## src/rtl/flash_cmd_pkg.sv

```systemverilog
package flash_cmd_pkg;
  typedef enum logic [1:0] {
    OP_NONE = 2'd0,
    OP_PROG = 2'd1,
    OP_SECT = 2'd2,
    OP_CHIP = 2'd3
  } op_e;

  typedef enum logic [3:0] {
    ST_READ, ST_UL1, ST_UL2, ST_ASEL, ST_PSET,
    ST_ER1, ST_ER_UL1, ST_ER_UL2, ST_COLLECT, ST_BYP, ST_BPSET
  } st_e;

  localparam logic [10:0] ADR_A = 11'h555;
  localparam logic [10:0] ADR_B = 11'h2AA;
  localparam logic [7:0]  D_UL1 = 8'hAA;
  localparam logic [7:0]  D_UL2 = 8'h55;
  localparam logic [7:0]  D_PRG = 8'hA0;
  localparam logic [7:0]  D_ERS = 8'h80;
  localparam logic [7:0]  D_ASL = 8'h90;
  localparam logic [7:0]  D_BYP = 8'h20;
  localparam logic [7:0]  D_SEC = 8'h30;
  localparam logic [7:0]  D_CHP = 8'h10;
  localparam logic [7:0]  D_RST = 8'hF0;
  localparam logic [7:0]  D_SUS = 8'hB0;
endpackage

```

## src/rtl/flash_sec_queue.sv

```systemverilog
module flash_sec_queue #(
  parameter int AW    = 24,
  parameter int DEPTH = 4,
  localparam int CW   = $clog2(DEPTH + 1),
  localparam int PW   = (DEPTH > 1) ? $clog2(DEPTH) : 1
) (
  input  logic          clk_i,
  input  logic          rst_ni,
  input  logic          clr_i,
  input  logic          push_i,
  input  logic [AW-1:0] push_addr_i,
  input  logic          pop_i,
  output logic [AW-1:0] head_o,
  output logic [CW-1:0] cnt_o,
  output logic          full_o
);
  logic [AW-1:0] mem_q [DEPTH];
  logic [PW-1:0] rd_q, wr_q;
  logic [CW-1:0] cnt_q;
  logic do_push, do_pop;

  assign full_o  = (cnt_q == CW'(DEPTH));
  assign do_push = push_i && !full_o;
  assign do_pop  = pop_i && (cnt_q != '0);
  assign head_o  = mem_q[rd_q];
  assign cnt_o   = cnt_q;

  function automatic logic [PW-1:0] nxt(input logic [PW-1:0] p);
    return (p == PW'(DEPTH - 1)) ? '0 : p + 1'b1;
  endfunction

  always_ff @(posedge clk_i or negedge rst_ni) begin
    if (!rst_ni) begin
      rd_q  <= '0;
      wr_q  <= '0;
      cnt_q <= '0;
      for (int i = 0; i < DEPTH; i++) mem_q[i] <= '0;
    end else if (clr_i) begin
      rd_q  <= '0;
      wr_q  <= '0;
      cnt_q <= '0;
    end else begin
      if (do_push) begin
        mem_q[wr_q] <= push_addr_i;
        wr_q        <= nxt(wr_q);
      end
      if (do_pop) rd_q <= nxt(rd_q);
      cnt_q <= cnt_q + CW'(do_push) - CW'(do_pop);
    end
  end

  // a push into a full queue must not grow it
  assert_no_overflow_R7: assert property (@(posedge clk_i) disable iff (!rst_ni)
    (full_o && push_i && !pop_i && !clr_i) |=> (cnt_q == CW'(DEPTH)));
  assert_cnt_bound_R6: assert property (@(posedge clk_i) disable iff (!rst_ni)
    cnt_q <= CW'(DEPTH));
endmodule

```

## src/rtl/flash_cmd_seq.sv

```systemverilog
module flash_cmd_seq
  import flash_cmd_pkg::*;
#(
  parameter int AW  = 24,
  parameter int WIN = 16,
  localparam int TW = (WIN > 1) ? $clog2(WIN) : 1
) (
  input  logic          clk_i,
  input  logic          rst_ni,
  input  logic          wr_en_i,
  input  logic [AW-1:0] wr_addr_i,
  input  logic [7:0]    wr_data_i,
  input  logic          busy_i,
  input  logic          q_full_i,
  input  logic [AW-1:0] q_head_i,
  output logic          q_push_o,
  output logic          q_clr_o,
  output logic          start_o,
  output op_e           op_o,
  output logic [AW-1:0] op_addr_o,
  output logic [7:0]    op_data_o,
  output logic          suspend_o,
  output logic          rst_cmd_o,
  output logic          autosel_o,
  output logic          bypass_o,
  output logic          ovf_o
);
  st_e st_q, st_d;
  logic [TW-1:0] tmr_q, tmr_d;
  logic start_d, susp_d, rstc_d, ovf_d;
  op_e op_d;
  logic [AW-1:0] addr_d;
  logic [7:0] data_d;
  logic at_a, at_b;

  assign at_a = (wr_addr_i[10:0] == ADR_A);
  assign at_b = (wr_addr_i[10:0] == ADR_B);
  assign autosel_o = (st_q == ST_ASEL);
  assign bypass_o  = (st_q == ST_BYP) || (st_q == ST_BPSET);

  always_comb begin
    st_d = st_q; tmr_d = tmr_q;
    start_d = 1'b0; susp_d = 1'b0; rstc_d = 1'b0; ovf_d = ovf_o;
    op_d = op_o; addr_d = op_addr_o; data_d = op_data_o;
    q_push_o = 1'b0; q_clr_o = 1'b0;
    if (wr_en_i) begin
      if (wr_data_i == D_RST) begin
        st_d = ST_READ; q_clr_o = 1'b1; ovf_d = 1'b0; rstc_d = 1'b1;
      end else if (busy_i) begin
        susp_d = (wr_data_i == D_SUS);
      end else begin
        unique case (st_q)
          ST_READ:   st_d = (at_a && wr_data_i == D_UL1) ? ST_UL1 : ST_READ;
          ST_UL1:    st_d = (at_b && wr_data_i == D_UL2) ? ST_UL2 : ST_READ;
          ST_UL2: begin
            st_d = ST_READ;
            if (at_a) begin
              case (wr_data_i)
                D_PRG:   st_d = ST_PSET;
                D_ERS:   st_d = ST_ER1;
                D_ASL:   st_d = ST_ASEL;
                D_BYP:   st_d = ST_BYP;
                default: st_d = ST_READ;
              endcase
            end
          end
          ST_ASEL:   st_d = ST_ASEL;
          ST_PSET, ST_BPSET: begin
            start_d = 1'b1; op_d = OP_PROG; addr_d = wr_addr_i; data_d = wr_data_i;
            st_d = (st_q == ST_BPSET) ? ST_BYP : ST_READ;
          end
          ST_ER1:    st_d = (at_a && wr_data_i == D_UL1) ? ST_ER_UL1 : ST_READ;
          ST_ER_UL1: st_d = (at_b && wr_data_i == D_UL2) ? ST_ER_UL2 : ST_READ;
          ST_ER_UL2: begin
            st_d = ST_READ;
            if (wr_data_i == D_SEC) begin
              q_push_o = 1'b1; ovf_d = q_full_i; tmr_d = TW'(WIN - 1); st_d = ST_COLLECT;
            end else if (at_a && wr_data_i == D_CHP) begin
              start_d = 1'b1; op_d = OP_CHIP; addr_d = wr_addr_i; data_d = wr_data_i;
            end
          end
          ST_COLLECT: begin
            if (wr_data_i == D_SEC) begin
              q_push_o = 1'b1; tmr_d = TW'(WIN - 1);
              if (q_full_i) ovf_d = 1'b1;
            end else begin
              q_clr_o = 1'b1; st_d = ST_READ;
            end
          end
          ST_BYP:    st_d = (wr_data_i == D_PRG) ? ST_BPSET : ST_BYP;
          default:   st_d = ST_READ;
        endcase
      end
    end else if (st_q == ST_COLLECT) begin
      if (tmr_q == '0) begin
        start_d = 1'b1; op_d = OP_SECT; addr_d = q_head_i; data_d = D_SEC; st_d = ST_READ;
      end else begin
        tmr_d = tmr_q - 1'b1;
      end
    end
  end

  always_ff @(posedge clk_i or negedge rst_ni) begin
    if (!rst_ni) begin
      st_q <= ST_READ; tmr_q <= '0; start_o <= 1'b0; op_o <= OP_NONE;
      op_addr_o <= '0; op_data_o <= '0; suspend_o <= 1'b0; rst_cmd_o <= 1'b0; ovf_o <= 1'b0;
    end else begin
      st_q <= st_d; tmr_q <= tmr_d; start_o <= start_d; op_o <= op_d;
      op_addr_o <= addr_d; op_data_o <= data_d; suspend_o <= susp_d;
      rst_cmd_o <= rstc_d; ovf_o <= ovf_d;
    end
  end

  assert_start_pulse_R3: assert property (@(posedge clk_i) disable iff (!rst_ni)
    start_o |=> !start_o);
  assert_busy_ignore_R11: assert property (@(posedge clk_i) disable iff (!rst_ni)
    (wr_en_i && busy_i && wr_data_i != D_RST) |=> ($stable(st_q) && !start_o));
  assert_suspend_busy_R11: assert property (@(posedge clk_i) disable iff (!rst_ni)
    suspend_o |-> $past(busy_i));
  assert_reset_cmd_R8: assert property (@(posedge clk_i) disable iff (!rst_ni)
    (wr_en_i && wr_data_i == D_RST) |=> (st_q == ST_READ && rst_cmd_o && !ovf_o));
  assert_chip_path_R4: assert property (@(posedge clk_i) disable iff (!rst_ni)
    (start_o && op_o == OP_CHIP) |-> $past(st_q) == ST_ER_UL2);
  assert_sect_path_R5: assert property (@(posedge clk_i) disable iff (!rst_ni)
    (start_o && op_o == OP_SECT) |-> ($past(st_q) == ST_COLLECT && !$past(wr_en_i)));
  assert_asel_hold_R9: assert property (@(posedge clk_i) disable iff (!rst_ni)
    (autosel_o && wr_en_i && wr_data_i != D_RST) |=> autosel_o);
endmodule

```

## src/rtl/flash_cmd_decoder.sv

```systemverilog
module flash_cmd_decoder
  import flash_cmd_pkg::*;
#(
  parameter int AW    = 24,
  parameter int DEPTH = 4,
  parameter int WIN   = 16,
  localparam int CW   = $clog2(DEPTH + 1)
) (
  input  logic          clk_i,
  input  logic          rst_ni,
  input  logic          wr_en_i,
  input  logic [AW-1:0] wr_addr_i,
  input  logic [7:0]    wr_data_i,
  input  logic          busy_i,
  input  logic          sec_pop_i,
  output logic          start_o,
  output logic [1:0]    op_o,
  output logic [AW-1:0] op_addr_o,
  output logic [7:0]    op_data_o,
  output logic          suspend_o,
  output logic          rst_cmd_o,
  output logic          autosel_o,
  output logic          bypass_o,
  output logic [AW-1:0] sec_addr_o,
  output logic [CW-1:0] sec_cnt_o,
  output logic          ovf_o
);
  logic q_push, q_clr, q_full;
  op_e  op_w;

  assign op_o = op_w;

  flash_cmd_seq #(.AW(AW), .WIN(WIN)) u_seq (
    .clk_i, .rst_ni, .wr_en_i, .wr_addr_i, .wr_data_i, .busy_i,
    .q_full_i(q_full), .q_head_i(sec_addr_o), .q_push_o(q_push), .q_clr_o(q_clr),
    .start_o, .op_o(op_w), .op_addr_o, .op_data_o, .suspend_o, .rst_cmd_o,
    .autosel_o, .bypass_o, .ovf_o
  );

  flash_sec_queue #(.AW(AW), .DEPTH(DEPTH)) u_queue (
    .clk_i, .rst_ni, .clr_i(q_clr), .push_i(q_push), .push_addr_i(wr_addr_i),
    .pop_i(sec_pop_i), .head_o(sec_addr_o), .cnt_o(sec_cnt_o), .full_o(q_full)
  );
endmodule

```

## config.mk

```make
export PLATFORM = sky130hd
export DESIGN_NAME = flash_cmd_decoder
export DESIGN_NICKNAME = d
export VERILOG_FILES = /design/src/rtl/flash_cmd_pkg.sv /design/src/rtl/flash_sec_queue.sv /design/src/rtl/flash_cmd_seq.sv /design/src/rtl/flash_cmd_decoder.sv
export SDC_FILE = /design/constraint.sdc
export NUM_CORES = 1
export LEC_CHECK = 0
export ABC_CLOCK_PERIOD_IN_PS = 6500
export BUFFER_PORTS_ARGS = -buffer_cell sky130_fd_sc_hd__buf_2
export CAP_MARGIN = 20
export CORE_MARGIN = 2
export CORE_UTILIZATION = 50
export CTS_BUF_LIST = sky130_fd_sc_hd__clkbuf_8
export DETAILED_ROUTE_END_ITERATION = 10
export GPL_TIMING_DRIVEN = 0
export PLACE_DENSITY = 0.82
export SYNTH_ARGS = -nofsm -noshare
export SYNTH_HDL_FRONTEND = slang
export SYNTH_HIERARCHICAL = 1
export SYNTH_SLANG_ARGS = --single-unit
```

## constraint.sdc

```tcl
create_clock -name clk_i -period 6.5 [get_ports clk_i]
set_input_delay 0.65 -clock clk_i [delete_from_list [all_inputs] [get_ports clk_i]]
set_output_delay 0.65 -clock clk_i [all_outputs]
set_load 0.02 [all_outputs]
```

-- Word-level counts from Yosys, hierarchy flattened
Cells that the tools add are included.
- input port bits: 37
- output and inout bits: 67
- register bits after elaboration: 149
- add/sub/neg operators: 5
- $lt $le $gt $ge: 3
- muxes and demuxes: 89
- equality and inequality tests: 39
- bitwise logic cells: 3
- reductions and logical operators: 23
- operators with widths (operator ; number):
    24-bit 2-to-1 mux ; 10
    96-bit bitwise mux ; 1
    4-bit 2-to-1 mux ; 16
    8-bit 2-to-1 mux ; 7
    24-bit binary-select mux with 2-bit select ; 1
    24-bit demux with 2-bit select ; 1
    8-bit equality test (second input constant) ; 6
    24-bit one-hot mux with 2 select lines ; 1
    4-bit one-hot mux with 10 select lines ; 1
    2-bit 2-to-1 mux ; 15
    1-bit 2-to-1 mux ; 28
    4-bit by 3-bit equality test with 1-bit output (second input constant) ; 4
    8-bit by 6-bit equality test with 1-bit output (second input constant) ; 2
    4-bit one-hot mux with 4 select lines ; 1
    8-bit one-hot mux with 2 select lines ; 1
    4-bit equality test (second input constant) ; 3
    3-bit by 1-bit != test with 1-bit output (second input constant) ; 4
    6-bit AND reduction ; 2
    11-bit by 10-bit equality test with 1-bit output (second input constant) ; 1
    11-bit equality test (second input constant) ; 1
    3-bit 2-to-1 mux ; 3
    4-bit by 2-bit equality test with 1-bit output (second input constant) ; 2
    8-bit by 5-bit equality test with 1-bit output (second input constant) ; 1
    8-bit by 7-bit equality test with 1-bit output (second input constant) ; 1
    other kinds (28) ; 49

-- Longest topological paths before layout
- depth after elaboration: 10
- mapped depth: 13
- mapped depth without buffers: 12

-- Modules after synthesis
The synthesis kept the hierarchy.
- by module, submodules not included (module ; area each (um^2) ; instances ; cells each ; seq. area each (um^2)):
    flash_sec_queue ; 4971.0 ; 1 ; 278 ; 2577.5
    flash_cmd_seq ; 2846.5 ; 1 ; 254 ; 1151.1

-- Worst setup path before layout
No wires, ideal clock.
- path type: input to register
- start: input wr_data_i[5]
- end: register u_queue.cnt_q[2], in the netlist u_queue/cnt_o[2]
- data arrival time: 3.323 ns
- stages: 13
- buffers on the path: 1
- path slack: 3.091 ns
- required time: 6.414 ns
- setup time: 0.086 ns
- cells stage by stage: clkbuf_1 -> nand2_1 -> nand4b_1 -> a211oi_1 -> nand2b_1 -> ha_1 -> inv_1 -> ha_1 -> inv_1 -> fa_1 -> xor2_1 -> and2_1 -> nor3_1
- word-level cells in the longest chain between the ends: 10
- elaborated cells between the ends (all ways): 16
- classes of those cells: add/sub (2); eq/ne (2); mux (11); reduce/logical (1)
- ends and longest elaborated chain (element ; RTL line ; text):
    start: declaration ; flash_cmd_decoder.sv:13 ; input logic [7:0] wr_data_i,
    8-bit by 6-bit equality test with 1-bit output ; flash_cmd_seq.sv:76, flash_cmd_seq.sv:83 ;
    1-bit 2-to-1 mux ; flash_cmd_seq.sv:76, flash_cmd_seq.sv:83 ;
    1-bit 2-to-1 mux ; n/a ;
    1-bit 2-to-1 mux ; flash_cmd_seq.sv:49 ; end else if (busy_i) begin
    1-bit 2-to-1 mux * ; flash_cmd_seq.sv:47 ; if (wr_data_i == D_RST) begin
    1-bit 2-to-1 mux * ; flash_cmd_seq.sv:46 ; if (wr_en_i) begin
    via q_push ; flash_cmd_decoder.sv:28 ; logic q_push, q_clr, q_full;
    1-bit logical AND * ; flash_sec_queue.sv:23 ; assign do_push = push_i && !full_o;
    3-bit by 1-bit adder with 3-bit output * ; flash_sec_queue.sv:48 ; cnt_q <= cnt_q + CW'(do_push) - CW'(do_pop);
    3-bit by 1-bit subtractor with 3-bit output * ; flash_sec_queue.sv:48 ;
    3-bit 2-to-1 mux * ; flash_sec_queue.sv:38 ; end else if (clr_i) begin
    end signal: assignment ; flash_sec_queue.sv:48 ;
    end: declaration ; flash_sec_queue.sv:19 ; logic [CW-1:0] cnt_q;
The timed path passes the listed nets; every way through them passes the cells marked *.
A chain may end at the register's enable or synchronous reset.

-- Worst setup path after layout
- start: register u_seq.st_q[0]
- end: register u_queue.cnt_q[2], in the netlist u_queue/cnt_o[2]
- word-level cells in the longest chain between the ends: 10
- elaborated cells between the ends (all ways): 15
- classes of those cells: add/sub (2); eq/ne (2); mux (9); reduce/logical (2)
- ends and longest elaborated chain (element ; RTL line ; text):
    start: declaration ; flash_cmd_seq.sv:28 ; st_e st_q, st_d;
    start signal: assignment ; flash_cmd_seq.sv:108 ; st_q <= st_d; tmr_q <= tmr_d; start_o <= start_d; op_o <= op_d;
    4-bit by 3-bit equality test with 1-bit output or 4-bit equality test (tied branches) ; flash_cmd_seq.sv:52 ; unique case (st_q)
    2-bit OR reduction (no line) * ; n/a ;
    1-bit 2-to-1 mux * ; n/a ;
    1-bit 2-to-1 mux * ; flash_cmd_seq.sv:49 ;
    1-bit 2-to-1 mux * ; flash_cmd_seq.sv:47 ;
    1-bit 2-to-1 mux * ; flash_cmd_seq.sv:46 ;
    via q_push ; flash_cmd_decoder.sv:28 ;
    1-bit logical AND * ; flash_sec_queue.sv:23 ;
    3-bit by 1-bit adder with 3-bit output * ; flash_sec_queue.sv:48 ;
    3-bit by 1-bit subtractor with 3-bit output * ; flash_sec_queue.sv:48 ;
    3-bit 2-to-1 mux * ; flash_sec_queue.sv:38 ;
Marks and branches as above.

==> impl_metrics.toml <==
[outcome]
status = "complete, no violations"

[synthesis]
synth_nets = 579
yosysUniqueCellTypes = 64
synth_cells = 532
yosysSeqAreaShare_pct = 47.7
synth_top_area_cell = "dfrtp_1"
netlist_area_um2 = 7820
synth_ff_type = "dfrtp_1"
synth_area_leaders = "dfrtp_1 48%, mux2_4 19%, mux4_2 6.9%"
synthArstFlopShare_pct = 100
ys.warnings.count = 6
syn_avg_cell_area_um2 = 14.7
synth-edff-count = 0
ys_ff_latch = 149
synth_common_cells = "149 x dfrtp_1, 99 x mux2_4, 46 x mux2_2"
yosysMostFrequentCell = "dfrtp_1"
yosysTopAreaCellShare_pct = 47.7

[clock_network]
clockBufferDepth = 2
holdBufCountCts = 0
ctsResizeCount = 0
path_clk_slew_ns = 0.08
post-cts-setup-buffers = 0
cts_sinks = 149
clockRootBuffer = "clkbuf_8"
clk_latency_ns = 0.46
cts_tree = "done"
cts_buffers = 17
htreeDepth = 4

[critical_path]
end_kind = "flip-flop"
arrival_ns = 3.65
cp-start-kind = "flip-flop"
cp_top_family = "simple AND/OR/NAND/NOR gates"
r2r-start = "u_seq/st_q[0]"
worstPathCellList = "buf_6, or4b_4, a211oi_1, buf_2, nand2b_1, ha_1, inv_1, ha_1, inv_1, fa_1, xor2_1, and2_1, nor3_1"
crit_required_ns = 6.86
cp_max_fo = 10
path_buf_inv = 4
r2r_end = "u_queue/cnt_o[2]"
reg2regPathDepth = 13
crit_path_max_incr_delay_ns = 0.59
path_class = "reg -> reg"
rrSetupSlack_ns = 3.21
slowest_stage = "or4b_4"

[grt]
grt_max_degree = 83
gr-usage-all-layers_pct = 22.6
overflow = 0
grt_pass1_wl_um = 28900
grtUsageMet1_pct = 30.9
met3_usage_pct = 5.66
busiest_layer = "met2"
antenna_found_initial = 1
use_met2_pct = 35.0
grt_pass1_vias = 5320

[detailed_routing]
via_per_inst = 5.72
drt_first_pass_iters = 4
wirelength_um = 17900
drc_errors = 0
drt_iter0_markers = 354
ant_nets = 0
num_vias = 5021
wl_per_cell_um = 20.4

[placed_design]
dp_hpwl_um = 12400
gp_congestion = 0.826
port_buffers = 100
dp_cells = 844
place_ws_ns = 2.29

[layout]
drive_gt1_share_pct = 50.9
area.growth.synth_to_final_pct = 15.3
instances_no_fill = 878
nets = 700
n_fill_cell = 1178

[floorplan]
start_util_pct = 51.2
die_area_um2 = 16700
fp.dieW_um = 129
ios = 104
rows = 45
core-area_um2 = 15300
die_y_um = 129

[timing]
fmax_mhz = 304
hold_viol_final = 0
final.min_clock_period_ns = 3.29
rsz0062_at_grt = "false"
tightest_slew_ns = 0.789
fin_setup_tns_ns = 0
drv_slew = 0
fin_skew_ns = 0.0125
setup_violations = 0
setup_slack_ns = 3.21
slew_headroom_pct = 47.4
fin_crit_sh_pct = 50.7

[pwr]
total_power_mw = 2.19
cellLeakagePower_nw = 4.32
ir_drop_mv = 0.172
powerDensity_nw_per_um2 = 243

[worst_hold_path]
worstHoldPathType = "in -> async"

[job]
cap_violations = 0
==> where the power goes <==
part / total (mW) / internal [mW] / switching (mW) / leakage [nW]
sequential: 1.02 / 0.977 / 0.0400 / 2.03
combinational: 0.453 / 0.189 / 0.264 / 2.07
clock: 0.718 / 0.360 / 0.358 / 0.207
total: 2.19 / 1.53 / 0.662 / 4.32
==> cells in the final DEF, fill, tap and decap left out, types with 5 or more instances in the layout <==
master      n
nor3_1      9
a21oi_1     8
nand4_1     7
nor4_1      7
dfrtp_1   149
nor2_1     11
nand2b_1    8
mux2i_1     7
inv_1      22
buf_2     106
mux4_2     24
clkbuf_8   19
buf_6      10
nor4bb_1    5
ha_1        9
nand3_1     7
mux2_4     99
mux2_2     46
clkbuf_1    9
nand2_1    19
==> worst register-to-register path, delay by kind of cell, from the launching register on <==
| family | cells | cell delay (ns) |
|---|---|---|
| flops | 1 | 0.38 |
| xor+xnor | 1 | 0.16 |
| fa+ha+maj | 3 | 0.83 |
| buf+inv | 4 | 0.51 |
| compound gates | 1 | 0.28 |
| simple gates | 4 | 1.05 |
==> sequential cells by signal, summed over array words and instances (netlist names), 2 cells and up <==
| name | count |
|---|---|
| u_queue/mem_q | 96 |
| u_seq/op_addr_o | 24 |
| u_seq/op_data_o | 8 |
| u_seq/st_q | 4 |
| u_seq/tmr_q | 4 |
| u_queue/cnt_o | 3 |
| u_queue/rd_q | 2 |
| u_queue/wr_q | 2 |
| u_seq/op_o | 2 |
==> layout make-up <==
type | count | area, um^2 | share of cell area [%]
Antenna cell | 1 | 2.50 | 0.0278
Buffer | 28 | 213 | 2.36
Clock buffer | 19 | 262 | 2.90
Clock inverter | 13 | 131 | 1.46
Inverter | 19 | 71.3 | 0.791
Multi-Input combinational cell | 336 | 3800 | 42.2
Sequential cell | 149 | 3730 | 41.4
Tap cell | 211 | 264 | 2.93
Timing Repair Buffer | 102 | 539 | 5.98
==> stage by stage <==
step / hold WS (ns) / utilization [%] / cell area [um^2]
floorplan: 0.354 / - / 7820
global placement: 0.454 / 56.2 / 8580
detailed placement: 0.490 / 56.5 / 8620
CTS: 0.197 / 59.0 / 9010
global route: 0.220 / 59.1 / 9020
finish: 0.184 / 59.1 / 9020
==> metal layers <==
layer	share of wire (%)	vias to the layer above
met3	5.7	26
met5	0	-
met4	1.6	0
met1	44	2626
li1	-	2221
met2	49	148
==> worst max-delay path by stage <==
stage                       start                end  cells after the start
floorplan            wr_data_i[5]   u_queue/cnt_o[2]                     13
global placement     wr_data_i[3]  u_queue/mem_q[67]                      8
detailed placement   wr_data_i[3]   u_queue/cnt_o[2]                     13
CTS                 u_seq/st_q[0]   u_queue/cnt_o[2]                     12
global route        u_seq/st_q[2]   u_queue/cnt_o[2]                     13
finish              u_seq/st_q[0]   u_queue/cnt_o[2]                     13
==> kinds of logic after synthesis <==
kind of cell | synth area share [%]
adders and majority gates | 1.70
buffers and inverters | 3.63
xor gates and xnor gates | 0.224
and+or+nand+nor | 10.0
DFF | 47.7
AOI/OAI and AO/OA | 3.27
muxes | 33.5
(Power assumes the default switching activity.)
